**config.mk**
```make
export PLATFORM = sky130hd
export DESIGN_NAME = txn_reorder_arb
export DESIGN_NICKNAME = d
export VERILOG_FILES = /design/src/rtl/txn_ord_pkg.sv /design/src/rtl/txn_hdr_fifo.sv /design/src/rtl/txn_order_pick.sv /design/src/rtl/txn_reorder_arb.sv
export SDC_FILE = /design/constraint.sdc
export NUM_CORES = 1
export LEC_CHECK = 0
export BUFFER_PORTS_ARGS = -buffer_cell sky130_fd_sc_hd__buf_4
export CAP_MARGIN = 20
export CORE_ASPECT_RATIO = 0.5
export CORE_MARGIN = 4
export CORE_UTILIZATION = 38
export CTS_BUF_LIST = sky130_fd_sc_hd__clkbuf_4 sky130_fd_sc_hd__clkbuf_8 sky130_fd_sc_hd__clkbuf_16
export CTS_CLUSTER_SIZE = 24
export DETAILED_ROUTE_END_ITERATION = 16
export SYNTH_ARGS = -nofsm -noshare
export SYNTH_HDL_FRONTEND = slang
export SYNTH_SLANG_ARGS = --single-unit
```
**constraint.sdc**
```tcl
create_clock -name clk -period 9.6 [get_ports clk]
set_input_delay 1.44 -clock clk [delete_from_list [all_inputs] [get_ports clk]]
set_output_delay 1.44 -clock clk [all_outputs]
set_load 0.05 [all_outputs]
```
**src/rtl/txn_ord_pkg.sv**
```systemverilog
package txn_ord_pkg;
  localparam int NUM_Q = 3;

  typedef enum logic [1:0] {
    K_POSTED  = 2'd0,
    K_NONPOST = 2'd1,
    K_CPL     = 2'd2,
    K_RSVD    = 2'd3
  } kind_e;
endpackage

```
**src/rtl/txn_hdr_fifo.sv**
```systemverilog
module txn_hdr_fifo #(
  parameter int DATA_W = 8,
  parameter int DEPTH  = 8,
  localparam int PTR_W = $clog2(DEPTH)
) (
  input  logic              clk,
  input  logic              rst,
  input  logic              wr_en,
  input  logic [DATA_W-1:0] wr_data,
  input  logic              rd_en,
  output logic [DATA_W-1:0] rd_data,
  output logic              full,
  output logic              empty
);
  logic [DATA_W-1:0] mem [DEPTH];
  logic [PTR_W-1:0]  wptr, rptr;
  logic [PTR_W:0]    count;

  assign full    = (count == (PTR_W+1)'(DEPTH));
  assign empty   = (count == '0);
  assign rd_data = mem[rptr];

  // storage without reset so the array maps to RAM
  always_ff @(posedge clk) begin
    if (wr_en) mem[wptr] <= wr_data;
  end

  always_ff @(posedge clk) begin
    if (rst) begin
      wptr  <= '0;
      rptr  <= '0;
      count <= '0;
    end else begin
      if (wr_en) wptr <= (wptr == PTR_W'(DEPTH-1)) ? '0 : wptr + 1'b1;
      if (rd_en) rptr <= (rptr == PTR_W'(DEPTH-1)) ? '0 : rptr + 1'b1;
      case ({wr_en, rd_en})
        2'b10:   count <= count + 1'b1;
        2'b01:   count <= count - 1'b1;
        default: count <= count;
      endcase
    end
  end

  a_r2_no_overflow: assert property (@(posedge clk) disable iff (rst)
    wr_en |-> !full) else $error("R2 write into full queue");

  a_r3_no_underflow: assert property (@(posedge clk) disable iff (rst)
    rd_en |-> !empty) else $error("R3 read from empty queue");
endmodule

```
**src/rtl/txn_order_pick.sv**
```systemverilog
module txn_order_pick #(
  parameter int STAMP_W = 6
) (
  input  logic               p_vld,
  input  logic               n_vld,
  input  logic               c_vld,
  input  logic [STAMP_W-1:0] p_st,
  input  logic [STAMP_W-1:0] n_st,
  input  logic [STAMP_W-1:0] c_st,
  input  logic               c_ro,
  input  logic [2:0]         dn_rdy,
  output logic [2:0]         grant,
  output logic               any
);
  // a is older than b when (a - b) is negative modulo 2**STAMP_W
  function automatic logic older(input logic [STAMP_W-1:0] a,
                                 input logic [STAMP_W-1:0] b);
    logic [STAMP_W-1:0] d;
    d = a - b;
    return d[STAMP_W-1];
  endfunction

  logic el_p, el_n, el_c;

  always_comb begin
    el_p = p_vld && dn_rdy[0];
    el_c = c_vld && dn_rdy[2] && (c_ro || !p_vld || !older(p_st, c_st));
    el_n = n_vld && dn_rdy[1]
           && (!p_vld || !older(p_st, n_st))
           && (!c_vld || !older(c_st, n_st));
    grant = 3'b000;
    if (el_p)      grant[0] = 1'b1;
    else if (el_c) grant[2] = 1'b1;
    else if (el_n) grant[1] = 1'b1;
    any = el_p || el_c || el_n;
  end
endmodule

```
**src/rtl/txn_reorder_arb.sv**
```systemverilog
module txn_reorder_arb
  import txn_ord_pkg::*;
#(
  parameter int TID_W   = 16,
  parameter int Q_DEPTH = 8,
  localparam int STAMP_W = $clog2(NUM_Q * Q_DEPTH) + 1
) (
  input  logic               clk,
  input  logic               rst,
  input  logic               in_valid,
  output logic               in_ready,
  input  logic [1:0]         in_kind,
  input  logic               in_ro,
  input  logic [TID_W-1:0]   in_tid,
  input  logic [2:0]         dn_rdy,
  output logic               out_valid,
  input  logic               out_ready,
  output logic [1:0]         out_kind,
  output logic               out_ro,
  output logic [TID_W-1:0]   out_tid,
  output logic [STAMP_W-1:0] out_stamp
);
  localparam int ENT_W = TID_W + 1 + STAMP_W;

  logic [NUM_Q-1:0] q_full, q_empty, q_push, q_pop;
  logic [ENT_W-1:0] q_head [NUM_Q];
  logic [STAMP_W-1:0] stamp_q;
  logic [ENT_W-1:0] new_ent, sel_ent;
  logic [1:0] sel_kind;
  logic [2:0] grant;
  logic any, issue_en, fire;
  logic [STAMP_W-1:0] p_st, n_st, c_st;

  assign new_ent  = {in_tid, in_ro, stamp_q};
  assign issue_en = !out_valid || out_ready;

  always_comb begin
    case (kind_e'(in_kind))
      K_POSTED:  in_ready = !q_full[0];
      K_NONPOST: in_ready = !q_full[1];
      K_CPL:     in_ready = !q_full[2];
      default:   in_ready = 1'b1;
    endcase
  end

  assign fire = in_valid && in_ready && (kind_e'(in_kind) != K_RSVD);

  for (genvar i = 0; i < NUM_Q; i++) begin : g_q
    assign q_push[i] = in_valid && in_ready && (in_kind == 2'(i));
    assign q_pop[i]  = grant[i] && issue_en;
    txn_hdr_fifo #(.DATA_W(ENT_W), .DEPTH(Q_DEPTH)) u_fifo (
      .clk     (clk),
      .rst     (rst),
      .wr_en   (q_push[i]),
      .wr_data (new_ent),
      .rd_en   (q_pop[i]),
      .rd_data (q_head[i]),
      .full    (q_full[i]),
      .empty   (q_empty[i])
    );
  end

  assign p_st = q_head[0][STAMP_W-1:0];
  assign n_st = q_head[1][STAMP_W-1:0];
  assign c_st = q_head[2][STAMP_W-1:0];

  txn_order_pick #(.STAMP_W(STAMP_W)) u_pick (
    .p_vld  (!q_empty[0]),
    .n_vld  (!q_empty[1]),
    .c_vld  (!q_empty[2]),
    .p_st   (p_st),
    .n_st   (n_st),
    .c_st   (c_st),
    .c_ro   (q_head[2][STAMP_W]),
    .dn_rdy (dn_rdy),
    .grant  (grant),
    .any    (any)
  );

  always_comb begin
    sel_ent  = q_head[1];
    sel_kind = 2'd1;
    if (grant[0]) begin
      sel_ent  = q_head[0];
      sel_kind = 2'd0;
    end else if (grant[2]) begin
      sel_ent  = q_head[2];
      sel_kind = 2'd2;
    end
  end

  always_ff @(posedge clk) begin
    if (rst) begin
      stamp_q <= '0;
    end else if (fire) begin
      stamp_q <= stamp_q + 1'b1;
    end
  end

  always_ff @(posedge clk) begin
    if (rst) begin
      out_valid <= 1'b0;
      out_kind  <= '0;
      out_ro    <= 1'b0;
      out_tid   <= '0;
      out_stamp <= '0;
    end else if (issue_en) begin
      out_valid <= any;
      if (any) begin
        out_kind  <= sel_kind;
        out_ro    <= sel_ent[STAMP_W];
        out_tid   <= sel_ent[ENT_W-1:STAMP_W+1];
        out_stamp <= sel_ent[STAMP_W-1:0];
      end
    end
  end

  // age differences observed between queue heads, for the order checks
  logic [STAMP_W-1:0] d_cp, d_np, d_nc;
  assign d_cp = c_st - p_st;
  assign d_np = n_st - p_st;
  assign d_nc = n_st - c_st;

  a_r5_cpl_behind_posted: assert property (@(posedge clk) disable iff (rst)
    (grant[2] && !q_head[2][STAMP_W] && !q_empty[0]) |-> d_cp[STAMP_W-1])
    else $error("R5 strict completion passed older posted");

  a_r6_np_behind_posted: assert property (@(posedge clk) disable iff (rst)
    (grant[1] && !q_empty[0]) |-> d_np[STAMP_W-1])
    else $error("R6 non-posted passed older posted");

  a_r6_np_behind_cpl: assert property (@(posedge clk) disable iff (rst)
    (grant[1] && !q_empty[2]) |-> d_nc[STAMP_W-1])
    else $error("R6 non-posted passed older completion");

  a_r7_dn_gate: assert property (@(posedge clk) disable iff (rst)
    any |-> |(grant & dn_rdy))
    else $error("R7 grant to class without downstream ready");

  a_r8_posted_first: assert property (@(posedge clk) disable iff (rst)
    (grant[2] || grant[1]) |-> (q_empty[0] || !dn_rdy[0]))
    else $error("R8 posted head skipped while eligible");

  a_r10_one_pop: assert property (@(posedge clk) disable iff (rst)
    $onehot0(q_pop)) else $error("R10 more than one issue per clock");

  a_r10_hold: assert property (@(posedge clk) disable iff (rst)
    (out_valid && !out_ready) |=> (out_valid && $stable(out_tid)
      && $stable(out_kind) && $stable(out_stamp)))
    else $error("R10 issue port changed under back-pressure");

  a_r12_rsvd_no_stamp: assert property (@(posedge clk) disable iff (rst)
    (in_valid && in_kind == 2'd3) |=> $stable(stamp_q))
    else $error("R12 reserved kind advanced stamp");
endmodule

```
Word-level counts from Yosys, hierarchy flattened

Memories as Yosys holds them, arrays and structs flattened. A register that Yosys moved wholly into a read port is not among the register bits.
Index checks and enable logic that the tools add are counted.

RAM bits: 552
Bits of input ports: 26
Word-level logic and storage cells: 122
Memories kept: 3
Output and inout bits: 27
Register bits: 62

Multiplexer cells: 31
Equality and inequality tests: 18
Reduce and logical (&&, ||, !) cells: 39
Add/subtract/negate cells: 16

Memories:

| memory            | depth | bits a word | read ports | clocked after Yosys merged registers in | wr ports | RTL line           | text |
|---|---|---|---|---|---|---|---|
| g_q[0].u_fifo.mem | 8     | 23          | 1          | 1                                       | 1        | txn_hdr_fifo.sv:15 | `logic [DATA_W-1:0] mem [DEPTH];` |
| g_q[1].u_fifo.mem | 8     | 23          | 1          | 1                                       | 1        | txn_hdr_fifo.sv:15 |  |
| g_q[2].u_fifo.mem | 8     | 23          | 1          | 1                                       | 1        | txn_hdr_fifo.sv:15 |  |

Operators with widths:

| kind                                                 | count |
|---|---|
| two-way mux 23 bit                                   | 2 |
| two-way mux 3 bit                                    | 12 |
| one-hot mux 4 bit (2 select lines)                   | 3 |
| adder 3 x 1 -> 3 bit (second input constant)         | 6 |
| equality test 3 bit (second input constant)          | 6 |
| subtractor 6 bit                                     | 3 |
| logical AND 1 bit                                    | 14 |
| adder 4 x 1 -> 4 bit (second input constant)         | 3 |
| equality test 4 bit (second input constant)          | 3 |
| logical NOT 4 bit                                    | 3 |
| subtractor 4 x 1 -> 4 bit (second input constant)    | 3 |
| logical NOT 1 bit                                    | 10 |
| two-way mux 1 bit                                    | 10 |
| equality test 2 x 1 -> 1 bit (second input constant) | 4 |
| equality test 2 bit (second input constant)          | 4 |
| logical OR 1 bit                                     | 7 |
| adder 6 x 1 -> 6 bit (second input constant)         | 1 |
| two-way mux 2 bit                                    | 3 |
| nonzero test 2 bit                                   | 3 |
| one-hot mux 1 bit (3 select lines)                   | 1 |
| logical NOT 2 bit                                    | 1 |
| inequality test 2 bit (second input constant)        | 1 |
| AND reduction 2 bit                                  | 1 |

Longest topological paths before layout

Word-level depth: 11
Mapped depth: 20
Gate-level depth less buffers: 18

Cells and area by module

Synthesis repeated with hierarchy kept, for this count alone.

Cells, all modules: 1319
Area, all modules: 25283.0 um^2

By module, submodules not included:

| module                       | cells an instance | instances | area each (um^2) |
|---|---|---|---|
| txn_hdr_fifo (g_q[1].u_fifo) | 342               | 1         | 7706.1 |
| txn_hdr_fifo (g_q[2].u_fifo) | 340               | 1         | 7703.6 |
| txn_hdr_fifo (g_q[0].u_fifo) | 339               | 1         | 7699.9 |
| txn_reorder_arb              | 235               | 1         | 1730.4 |
| txn_order_pick               | 63                | 1         | 442.9 |

Worst setup path before layout

No wires, ideal clock.

Path type: in2reg
From: input port in_kind[0]
To: memory g_q[1].u_fifo.mem[4][0] (netlist name) (enable)
Path buffers: 1
Cell stages on the path: 7
Library setup time: 0.470 ns
Slack: 4.225 ns
Arrival: 4.905 ns
Path through: clkbuf_1 > nor2b_1 > a32oi_1 > o211ai_1 > nor2_1 > nand2_1 > nor4b_1

Longest elaborated chain between the ends: 6
Elaborated cells between the ends (all ways): 8

Ends and longest elaborated chain:

| item                                        | RTL line              | text |
|---|---|---|
| from (decl)                                 | txn_reorder_arb.sv:12 | `input logic [1:0] in_kind,` |
| equality test 2 bit (tied with other cells) | txn_reorder_arb.sv:38 | `case (kind_e'(in_kind))` |
| one-hot mux 1 bit (3 select lines)          | txn_reorder_arb.sv:38 |  |
| logical AND 1 bit                           | txn_reorder_arb.sv:49 | `assign q_push[i] = in_valid && in_ready && (in_kind == 2'(i));` |
| logical AND 1 bit (*)                       | txn_reorder_arb.sv:49 |  |
| two-way mux 1 bit (*)                       | txn_hdr_fifo.sv:25    | `if (wr_en) mem[wptr] <= wr_data;` |
| two-way mux 1 bit (implied by the code) (*) | txn_hdr_fifo.sv:25    |  |
| to (decl)                                   | txn_hdr_fifo.sv:15    |  |

Mark *: on every way between the ends. The rest lies on a longest branch, timed or not.

==> metrics.md <==
| Metric | Value |
|---|---|
| Grt ovf | `0` |
| CP Launch Type | `flip-flop` |
| Synth Warn # | `0` |
| DRT iter0 DRCs | `890` |
| Clock transition at path regs | `0.07 ns` |
| Row Count | `65` |
| Seq cells post-synth | `623` |
| Post-CTS Resized | `0` |
| Longest Clk Path Bufs | `3` |
| Hold Crit Class | `reg2reg` |
| RSZ-0062 raised after global routing | `no` |
| Post-CTS setup buffer count | `0` |
| DRC errors left | `0` |
| Global-route wire length before repair | `78.9 mm` |
| TritonCTS clock tree | `yes` |
| Crit Path Class | `reg2reg` |
| I/O pins | `53` |
| Fin. Hold Viols | `0` |
| CTS Hold Bufs | `0` |
| R2R depth | `17` |
| Drt total wl | `52.2 mm` |
| RePlAce Congestion | `0.792` |
| H-tree depth | `2` |
| Hold EP | `out_kind[0]` |
| Max Fclk | `185 MHz` |
| Worst hold stages | `2` |
| Worst Path Required | `10.11 ns` |
| Clk_skew | `0.0172 ns` |
| Pwr per Cell Area | `236 nW/um^2` |
| Layout cells sized above 1 | `0.268` |
| Core Region | `63600 sq um` |
| # setup viols final | `0` |
| Vias in the first global route | `12704` |
| Post-synthesis cell type count | `55` |
| Worst Path Buf+Inv | `1` |
| Commonest non-fill, non-tap cell in the layout | `edfxtp_1` |
| Via count | `12063` |
| Die Wd | `368 microns` |
| Port Buf Inserts | `52` |
| Dpl hpwl | `30.9 mm` |
| Crit-path max cell delay | `0.97 ns` |
| Starting Density | `0.387` |
| GRT Total Usage | `0.150` |
| Min Tclk post-route | `5.40 ns` |
| Register area share after synthesis | `0.731` |
| Mapped Cells | `1272` |
| Die ar. | `69200 sq um` |
| Final TNS setup | `0 ns` |
| Post-Syn Nets | `1335` |
| Largest net degree at the start of global routing | `64` |
| Layout Area Growth over Synthesis | `14.2%` |
| CP Max Fanout | `45` |
| Leakage | `8.90 nW` |
| Hold Startpoint | `out_kind[0]` |
| Fin util | `0.442` |
| Critical Path End Type | `flip-flop` |
| Inserted Clock Buffers | `57` |
| Syn Area/Cell | `19.4 sq um` |
| Fin crit share | `0.562` |
| DIE HEIGHT | `188 microns` |
| Routed WL per cell | `22.9 microns` |
| CP max stage cell | `dfxtp_4` |
| Post-synth EDFFs | `552` |
| Nets | `1421` |
| Clk sinks | `623` |
| Slew margin rel. | `0.298` |
| Crit-path cells | `mux4_2 -> mux2_2 -> ha_1 -> a21o_1 -> a21o_1 -> a21oi_1 -> a211oi_2 -> nor3_4 -> nand3_1 -> inv_1 -> ha_1 -> ha_1 -> a21o_1 -> a21oi_1 -> xnor2_1 -> or3_1 -> a21oi_1` |
| Slew Viols, Final | `0` |
| DR pass1 iterations | `5` |
| Most common flop cell mapped by yosys | `edfxtp_1` |
| Ys async rst share | `0` |
| Worst Max-Slew Pin Slew | `1.05 ns` |
| Via density per instance | `5.30` |
| Number of antenna violations at the first check in global routing | `0` |
| FF-to-FF setup slack | `4.20 ns` |
| Pwr Total | `6.64 mW` |
| Worst VDD drop | `142 uV` |
| Antenna-violating nets left | `0` |
| CP arrival | `5.91 ns` |
| Antenna Cells | `0` |
| Most frequent cells in the layout | `edfxtp_1, mux4_2, buf_4, mux2i_1, dfxtp_1` |
| Worst skew pair latency | `0.60 ns` |
| Crit path max-delay family | `compound AO/OA/AOI/OAI gates` |
| Netlist Area Pre-Place | `24600 sq um` |
| MaxCap Viol Count | `0` |
| R2R Path End | `g_q[2].u_fifo.count[3]` |
| Root Buffer | `clkbuf_16` |
| Outcome | `finished clean` |
-- area by class of cell --
| class | count | area, sq um |
|---|---|---|
| clock buffer | 70 | 1560 |
| clock inverter | 38 | 315 |
| fill | 5430 | 35500 |
| inverter | 22 | 82.6 |
| multi-input combinational | 568 | 6380 |
| sequential | 623 | 18000 |
| tap | 871 | 1090 |
| timing repair buffer | 86 | 686 |
-- worst max-delay path by stage --
stage / to / cells after the start
after detailed placement: g_q[1].u_fifo.count[3] / 17
final: g_q[2].u_fifo.count[3] / 17
after global routing: g_q[2].u_fifo.count[3] / 17
after floorplan: g_q[1].u_fifo.mem[4][0] / 7
after global placement: g_q[1].u_fifo.count[3] / 17
after CTS: g_q[1].u_fifo.count[3] / 17
-- worst register-to-register path: stages (launching register included) --
cell and delay, ns:
dfxtp_4 0.97, mux4_2 0.60, mux2_2 0.31, ha_1 0.30, a21o_1 0.16, a21o_1 0.17
a21oi_1 0.27, a211oi_2 0.18, nor3_4 0.46, nand3_1 0.29, inv_1 0.20, ha_1 0.23
ha_1 0.25, a21o_1 0.18, a21oi_1 0.18, xnor2_1 0.11, or3_1 0.31, a21oi_1 0.15
-- stage by stage --
step	instance area (sq um)	std cells	setup slack (ns)	hold WS (ns)
floorplan	24600	1272	4.23	0.450
global placement	26200	2167	3.73	0.452
detailed placement	26200	2168	3.66	0.461
CTS	28100	2276	3.66	0.471
global route	28100	2278	3.72	0.499
finish	28100	2278	4.20	0.471
-- metal layers --
metal  global-route usage  up-vias  wire, microns  part of all wire
met1                0.203     6394          22700              0.43
met2                0.253      277          25700              0.49
li1                     -     5317              -                 -
met3               0.0222       75           2500             0.048
met4               0.0438        0           1260             0.024
met5                    0        -              0                 0
-- sequential cells by signal, indices dropped and copies added, names as in the netlist, named ones only --
register / count
g_q.u_fifo.rptr: 9
out_stamp: 6
out_ro: 1
out_valid: 1
g_q.u_fifo.mem: 552
stamp_q: 6
g_q.u_fifo.count: 12
out_kind: 2
out_tid: 16
g_q.u_fifo.wptr: 9
-- kinds of logic after synthesis --
kind of cell | after synthesis | synth area share
AOI/OAI and AO/OA | 91 | 0.0253
xor gates and xnor gates | 17 | 0.00605
adders and majority gates | 37 | 0.0197
buffers and inverters | 81 | 0.0140
DFF | 623 | 0.731
muxes | 220 | 0.161
and+or+nand+nor | 203 | 0.0435
-- synthesized netlist by cell type (all sizes together), types with 2 or more instances --
master / instances / share of area
a21o: 9 / 0.0027
nor3b: 3 / 0.00091
nand4: 3 / 0.00076
nor2: 69 / 0.011
fa: 3 / 0.0024
ha: 34 / 0.017
o21ai: 10 / 0.0022
a211oi: 5 / 0.0017
a21oi: 37 / 0.0075
clkbuf: 30 / 0.0046
nor4b: 2 / 0.00071
o22ai: 16 / 0.0041
or3: 5 / 0.0013
nor2b: 22 / 0.0056
edfxtp: 552 / 0.67
mux2: 5 / 0.0023
o41ai: 2 / 0.0010
a221oi: 5 / 0.0028
nor3: 49 / 0.013
buf: 29 / 0.0060
nand4b: 2 / 0.00071
nand2: 25 / 0.0038
nand3b: 2 / 0.00061
mux2i: 77 / 0.032
nand3: 5 / 0.0010
nor4: 2 / 0.00051
and4: 3 / 0.0011
dfxtp: 71 / 0.058
nand2b: 6 / 0.0015
xnor2: 7 / 0.0025
inv: 22 / 0.0034
xor2: 10 / 0.0036
mux4: 138 / 0.13
-- where the power goes --
part	internal [mW]	leakage, nW	switching, mW
logic	0.548	2.35	0.694
registers	3.02	5.63	0.138
clock network	1.27	0.920	0.978
No activity file was read; power rests on OpenSTA's default activity.
